File: config.mk
export PLATFORM = sky130hd
export DESIGN_NAME = col_deskew
export DESIGN_NICKNAME = d
export VERILOG_FILES = /design/src/rtl/col_deskew_pkg.sv /design/src/rtl/col_lane_delay.sv /design/src/rtl/col_marker_track.sv /design/src/rtl/col_lock_ctrl.sv /design/src/rtl/col_deskew.sv
export SDC_FILE = /design/constraint.sdc
export NUM_CORES = 1
export LEC_CHECK = 0
export BUFFER_PORTS_ARGS = -buffer_cell sky130_fd_sc_hd__buf_2
export CORE_ASPECT_RATIO = 1.25
export CORE_MARGIN = 5
export CORE_UTILIZATION = 31
export DETAILED_ROUTE_END_ITERATION = 10
export HOLD_SLACK_MARGIN = 0.08
export PLACE_DENSITY = 0.44
export SETUP_SLACK_MARGIN = 0.15
export SLEW_MARGIN = 25
export SYNTH_ARGS = -nofsm -noshare
export SYNTH_HDL_FRONTEND = slang
export SYNTH_SLANG_ARGS = --single-unit
File: constraint.sdc
create_clock -name clk -period 10.25 [get_ports clk]
set_input_delay 2.5625 -clock clk [delete_from_list [all_inputs] [get_ports clk]]
set_output_delay 2.5625 -clock clk [all_outputs]
set_load 0.01 [all_outputs]
File: src/rtl/col_deskew_pkg.sv
package col_deskew_pkg;

   // lock progression of the alignment controller
   typedef enum logic [1:0] {
      LK_HUNT    = 2'd0,
      LK_CONFIRM = 2'd1,
      LK_LOCKED  = 2'd2
   } lk_state_t;

   // the marker in both running disparities
   localparam logic [9:0] DEF_MARK_A = 10'b0011110011;
   localparam logic [9:0] DEF_MARK_B = 10'b1100001100;

endpackage

File: src/rtl/col_lane_delay.sv
module col_lane_delay #(
   parameter int GRP_W = 10,
   parameter int DEPTH = 16,
   localparam int SW   = $clog2(DEPTH)
) (
   input  logic             clk,
   input  logic             rst_n,
   input  logic [GRP_W-1:0] din,
   input  logic [SW-1:0]    sel,
   output logic [GRP_W-1:0] dout
);

   if (DEPTH < 2) begin : g_bad_depth
      $error("col_lane_delay: DEPTH must be at least 2");
   end

   // tap j holds the code group that arrived j cycles ago
   logic [GRP_W-1:0] taps [DEPTH];

   assign taps[0] = din;

   if (DEPTH > 1) begin : g_line
      logic [GRP_W-1:0] line_q [DEPTH-1];

      always_ff @(posedge clk or negedge rst_n) begin
         if (!rst_n) begin
            for (int j = 0; j < DEPTH-1; j++) line_q[j] <= '0;
         end else begin
            line_q[0] <= din;
            for (int j = 1; j < DEPTH-1; j++) line_q[j] <= line_q[j-1];
         end
      end

      for (genvar j = 1; j < DEPTH; j++) begin : g_tap
         assign taps[j] = line_q[j-1];
      end
   end

   assign dout = taps[sel];

endmodule

File: src/rtl/col_marker_track.sv
module col_marker_track #(
   parameter int               LANES  = 4,
   parameter int               GRP_W  = 10,
   parameter int               WIN    = 16,
   parameter logic [GRP_W-1:0] MARK_A = GRP_W'(10'b0011110011),
   parameter logic [GRP_W-1:0] MARK_B = GRP_W'(10'b1100001100),
   localparam int              DW     = $clog2(WIN)
) (
   input  logic                   clk,
   input  logic                   rst_n,
   input  logic [LANES*GRP_W-1:0] lanes_i,
   output logic                   done_o,
   output logic                   fail_o,
   output logic [LANES*DW-1:0]    dly_o
);

   localparam logic [DW-1:0] LAST = DW'(WIN-1);

   logic [LANES-1:0] hit, seen_q, fresh, seen_all;
   logic             active_q, busy;
   logic [DW-1:0]    cnt_q, cnt_now;
   logic [DW-1:0]    arr_q   [LANES];
   logic [DW-1:0]    arr_eff [LANES];

   // whole-group comparison, no slipping inside a group
   for (genvar i = 0; i < LANES; i++) begin : g_match
      assign hit[i] = (lanes_i[i*GRP_W +: GRP_W] == MARK_A) ||
                      (lanes_i[i*GRP_W +: GRP_W] == MARK_B);
   end

   always_comb begin
      cnt_now  = active_q ? (cnt_q + DW'(1)) : '0;
      fresh    = active_q ? (hit & ~seen_q) : hit;
      seen_all = (active_q ? seen_q : '0) | fresh;
      busy     = active_q | (|hit);
      done_o   = busy & (&seen_all);
      fail_o   = active_q & ~(&seen_all) & (cnt_now == LAST);
   end

   // delay per lane = latest arrival minus own arrival
   for (genvar i = 0; i < LANES; i++) begin : g_dly
      assign arr_eff[i]         = fresh[i] ? cnt_now : arr_q[i];
      assign dly_o[i*DW +: DW]  = cnt_now - arr_eff[i];
   end

   always_ff @(posedge clk or negedge rst_n) begin
      if (!rst_n) begin
         active_q <= 1'b0;
         cnt_q    <= '0;
         seen_q   <= '0;
         for (int i = 0; i < LANES; i++) arr_q[i] <= '0;
      end else if (done_o || fail_o) begin
         active_q <= 1'b0;
         cnt_q    <= '0;
         seen_q   <= '0;
      end else if (busy) begin
         active_q <= 1'b1;
         cnt_q    <= cnt_now;
         seen_q   <= seen_all;
         for (int i = 0; i < LANES; i++) begin
            if (fresh[i]) arr_q[i] <= cnt_now;
         end
      end
   end

   // an open window never runs past its final cycle
   assert_window_bound_R5: assert property (@(posedge clk) disable iff (!rst_n)
      active_q |-> (cnt_q < LAST));

   // a failed window is closed on the next cycle
   assert_window_closes_R6: assert property (@(posedge clk) disable iff (!rst_n)
      fail_o |=> !active_q);

endmodule

File: src/rtl/col_lock_ctrl.sv
module col_lock_ctrl
   import col_deskew_pkg::*;
#(
   parameter int LANES = 4,
   parameter int DW    = 4
) (
   input  logic                clk,
   input  logic                rst_n,
   input  logic                done_i,
   input  logic                fail_i,
   input  logic [LANES*DW-1:0] dly_i,
   output logic [LANES*DW-1:0] sel_o,
   output logic                lock_nxt_o,
   output logic                locked_o
);

   lk_state_t           st_q, st_d;
   logic [LANES*DW-1:0] cur_q;

   always_comb begin
      st_d = st_q;
      if (fail_i) begin
         st_d = LK_HUNT;
      end else if (done_i) begin
         unique case (st_q)
            LK_HUNT:    st_d = LK_CONFIRM;
            LK_CONFIRM: st_d = (dly_i == cur_q) ? LK_LOCKED : LK_CONFIRM;
            LK_LOCKED:  st_d = LK_LOCKED;
            default:    st_d = LK_HUNT;
         endcase
      end
   end

   // new delays apply from the alignment column itself
   assign sel_o      = done_i ? dly_i : cur_q;
   assign lock_nxt_o = (st_d == LK_LOCKED);
   assign locked_o   = (st_q == LK_LOCKED);

   always_ff @(posedge clk or negedge rst_n) begin
      if (!rst_n) begin
         st_q  <= LK_HUNT;
         cur_q <= '0;
      end else begin
         st_q <= st_d;
         if (done_i) cur_q <= dly_i;
      end
   end

   assert_lock_after_marker_R3: assert property (@(posedge clk) disable iff (!rst_n)
      $rose(st_q == LK_LOCKED) |-> $past(done_i));

   assert_lock_drop_R6: assert property (@(posedge clk) disable iff (!rst_n)
      fail_i |=> !locked_o);

   assert_track_drift_R7: assert property (@(posedge clk) disable iff (!rst_n)
      (locked_o && done_i) |=> locked_o);

endmodule

File: src/rtl/col_deskew.sv
module col_deskew
   import col_deskew_pkg::*;
#(
   parameter int               LANES    = 4,
   parameter int               GRP_W    = 10,
   parameter int               MAX_SKEW = 8,
   parameter logic [GRP_W-1:0] MARK_A   = GRP_W'(DEF_MARK_A),
   parameter logic [GRP_W-1:0] MARK_B   = GRP_W'(DEF_MARK_B)
) (
   input  logic                   clk,
   input  logic                   rst_n,
   input  logic [LANES*GRP_W-1:0] lane_data_i,
   output logic [LANES*GRP_W-1:0] col_data_o,
   output logic                   col_valid_o,
   output logic                   col_marker_o,
   output logic                   locked_o
);

   localparam int WIN = 2 * MAX_SKEW;
   localparam int DW  = $clog2(WIN);

   if (LANES < 2) begin : g_bad_lanes
      $error("col_deskew: LANES must be at least 2");
   end
   if (MAX_SKEW < 1) begin : g_bad_skew
      $error("col_deskew: MAX_SKEW must be at least 1");
   end
   if (MARK_A == MARK_B) begin : g_bad_mark
      $error("col_deskew: the two marker codes must differ");
   end

   logic                   done, fail, lock_nxt;
   logic [LANES*DW-1:0]    dly, sel;
   logic [LANES*GRP_W-1:0] col_nxt;

   col_marker_track #(
      .LANES (LANES),
      .GRP_W (GRP_W),
      .WIN   (WIN),
      .MARK_A(MARK_A),
      .MARK_B(MARK_B)
   ) u_track (
      .clk    (clk),
      .rst_n  (rst_n),
      .lanes_i(lane_data_i),
      .done_o (done),
      .fail_o (fail),
      .dly_o  (dly)
   );

   col_lock_ctrl #(
      .LANES(LANES),
      .DW   (DW)
   ) u_lock (
      .clk       (clk),
      .rst_n     (rst_n),
      .done_i    (done),
      .fail_i    (fail),
      .dly_i     (dly),
      .sel_o     (sel),
      .lock_nxt_o(lock_nxt),
      .locked_o  (locked_o)
   );

   for (genvar i = 0; i < LANES; i++) begin : g_lane
      col_lane_delay #(
         .GRP_W(GRP_W),
         .DEPTH(WIN)
      ) u_dly (
         .clk  (clk),
         .rst_n(rst_n),
         .din  (lane_data_i[i*GRP_W +: GRP_W]),
         .sel  (sel[i*DW +: DW]),
         .dout (col_nxt[i*GRP_W +: GRP_W])
      );
   end

   always_ff @(posedge clk or negedge rst_n) begin
      if (!rst_n) begin
         col_data_o   <= '0;
         col_valid_o  <= 1'b0;
         col_marker_o <= 1'b0;
      end else begin
         col_data_o   <= col_nxt;
         col_valid_o  <= lock_nxt;
         col_marker_o <= done & lock_nxt;
      end
   end

   assert_marker_valid_R8: assert property (@(posedge clk) disable iff (!rst_n)
      col_marker_o |-> col_valid_o);

   assert_marker_latency_R9: assert property (@(posedge clk) disable iff (!rst_n)
      (done && lock_nxt) |=> col_marker_o);

endmodule

==> metrics.txt <==
CTS tree=done; vias in the first global route=15623; WP data arrival=7.62 ns; top-area cell type share of the netlist area=0.692; Layout Utilization=0.361; Power Density=209 nW/um2; EDFF count, synth=0; register area share after synthesis=0.692; Port Buffers=84; CP bufs+invs=4; crit-path leading delay family=simple AND/OR/NAND/NOR gates; status=completed; RSZ-0062 raised after global routing=false; initial antenna violation count=0; CTS Sinks=685; WL final=57500 um; Tcrit/Tclk final=0.699; Die Ht=326 um; post-synthesis adder-cell area fraction=0.00657; leak pwr=12.7 nW; syn avg cell area=13.7 um2; crit path time final=7.17 ns; Final Setup Violations=0; Post-CTS Setup Repair Bufs=0; Clock Tree Buf Depth=3; Worst path slowest cell=nor4bb_1; crit-path max FO=45; CP Launch Type=input pin; post-synthesis compound-gate area fraction=0.0645; Yosys Warn Count=0; Post-route DRC=0; post-DR wirelength/cell=19.1 um; Worst slew margin=0.278; top post-synthesis cells by area=dfrtp_1 69%, nand2_1 5.1%, mux2i_1 4.4%, mux4_2 3.1%, mux2_2 1.5%; most used cell, CP=ha_1; Final Skew=0.0112 ns; largest family of logic cells by synthesized area=multiplexers; mux cell area share after synthesis=0.106; post-DR vias/cell=4.78; CP endpoint kind=flop; chip width=263 um; Hold WC Path Type=reg2reg; Post-Syn Nets=1863; largest net degree at the start of global routing=193; # rows=116; worst stage delay on the critical path=0.71 ns; CP required=10.71 ns; Filler cells=7596; clock share of power=0.444; worst path cell trace=buf_2, nor4bb_1, nand4_1, a22o_1, o21ai_0, ha_1, inv_1, ha_1, a21oi_1, nand4b_1, o221a_2, xor2_1, mux2i_4, buf_4, inv_2, nand2b_1, o221ai_1; Switching Fraction=0.234; htree depth=3; Clock Latency Late Sink=0.60 ns; core area=79700 um2; Int Power=4.60 mW; Psw=1.41 mW; Total Routing Usage GR=0.135; Post-Synthesis Cells=1808; largest area contributor in the netlist=dfrtp_1; Worst-Margin Slew=1.08 ns; starting density of the core=0.311; TritonRoute pass-1 iters=6; io pins=85; leading cell type in the layout, fill and taps excluded=dfrtp_1; GRT overflow=0; vias=14393; Reg power frac=0.487; Slew Viols, Final=0; FFs w/ async S/R, synth=1.00; Peak VDD IR=0.117 mV; most used flip-flop cell after synthesis=dfrtp_1; maxcap violations=0; FMAX=0.140 GHz; Setup CP Type=in2reg; Mapped Area=24800 um2; Final Hold Fails=0; Die ar.=85700 um2; first-pass GRT wire length=92900 um; hpwl dp=35100 um; CTS Buf Count=70; final weighted congestion in routability-driven placement=0.757; nets=1958; most frequent cells in the layout=685 x dfrtp_1, 335 x nand2_1, 108 x mux2i_1; First DRT Iteration DRCs=1006; Area growth, synth to finish=16.2%; Synth Area in XOR/XNOR=0.00884; number of routed nets with antenna violations=0; ant diodes=0; hold buffer count at CTS=0; Post-Synth Simple-Gate Area=0.100; Root Driver=clkbuf_16; logic gate share of total power=0.069; synthesized flop and latch total=685; clock-pin slew on the worst setup and hold paths=0.06 ns; Cell variety after synth=70; Final TNS setup=0 ns; CTS resizes=0; layout cells sized above 1=0.161
==> final timing paths <==
path                                                        startpoint                                           to  slack (ns)  cells past startpoint
max                                                    lane_data_i[12]                     col_data_o[19]$_DFF_PN0_        3.08                     17
min                        g_lane[0].u_dly.g_line.line_q[86]$_DFF_PN0_  g_lane[0].u_dly.g_line.line_q[76]$_DFF_PN0_        0.36                      0
max reg2reg                               u_track.active_q$_DFFE_PN0P_                     col_data_o[19]$_DFF_PN0_        5.12                     11
min reg2reg                g_lane[0].u_dly.g_line.line_q[86]$_DFF_PN0_  g_lane[0].u_dly.g_line.line_q[76]$_DFF_PN0_        0.36                      0
max in group asynchronous                                        rst_n  g_lane[1].u_dly.g_line.line_q[70]$_DFF_PN0_        6.87                      2
min in group asynchronous                                        rst_n  g_lane[3].u_dly.g_line.line_q[83]$_DFF_PN0_        1.95                      1
==> cell families (layout without fill, tap and decap cells) <==
group	count (synthesis)	after routing
AOI/OAI and AO/OA	222	222
muxes	195	195
adders and majority gates	13	13
DFF	685	685
buffers and inverters	116	260
xor gates and xnor gates	25	25
and+or+nand+nor	552	552
==> per-layer routing <==
metal | GRT usage | up-vias | part of all wire
met5 | 0 | - | 0
met4 | 0.0480 | 0 | 0.027
met3 | 0.0211 | 84 | 0.033
met2 | 0.225 | 226 | 0.50
met1 | 0.179 | 7501 | 0.44
li1 | - | 6582 | -
==> metrics by stage <==
| step | instance area (um2) | worst slack [ns] | cells | total power [mW] | hold slack (ns) |
|---|---|---|---|---|---|
| 6_report | 28800 | 3.08 | 3014 | 6.00 | 0.364 |
| 5_1_grt | 28800 | 2.61 | 3014 | 6.27 | 0.376 |
| 3_5_place_dp | 26300 | 2.27 | 2891 | 3.39 | 0.356 |
| 3_3_place_gp | 26300 | 2.25 | 2891 | 3.39 | 0.350 |
| 2_1_floorplan | 24800 | 4.31 | 1808 | 3.19 | 0.346 |
| 4_1_cts | 28700 | 2.93 | 3012 | 6.11 | 0.366 |
==> registers in the layout, summed over array words and instances (netlist names) <==
name and flops:
g_lane.u_dly.g_line.line_q 600, u_track.active_q 1, u_track.arr_q 16, u_track.seen_q 4, u_lock.cur_q 16, u_lock.st_q 2
col_marker_o 1, col_data_o 40, col_valid_o 1, u_track.cnt_q 4
==> power by group through the flow <==
stage               Clock (mW)  Combinational, mW  Sequential, mW
CTS                       2.77              0.420            2.93
global placement             0              0.414            2.97
floorplan                    0              0.249            2.95
global route              2.86              0.468            2.94
detailed placement           0              0.418            2.97
finish                    2.66              0.415            2.92
==> cell type report <==
class	instances	area, um2	share of cell area
well taps	1062	1330	0.0462
inverters	33	125	0.00435
flip-flops and latches	685	17100	0.596
clock buffers	99	2100	0.0728
clock inverters	22	310	0.0108
multi-input cells	1007	7090	0.246
repair buffers	106	677	0.0235
==> cell usage after synthesis (all sizes together) (7+ instances only) <==
cell type  count
xnor2         11
nor2          58
and3          23
nand2b         8
nand4         22
nor3          15
nand2        335
xor2          14
a211o         10
nor4           7
a22oi         18
o21ai         35
inv           31
nand3         55
a31oi         31
clkbuf        39
o22ai         12
mux2i        115
a32o           9
o221ai        11
dfrtp        685
mux2          39
o2bb2ai        9
a32oi         20
ha            13
and2           8
mux4          41
a311oi        13
buf           44
a21oi         24
(Power assumes the default switching activity.)
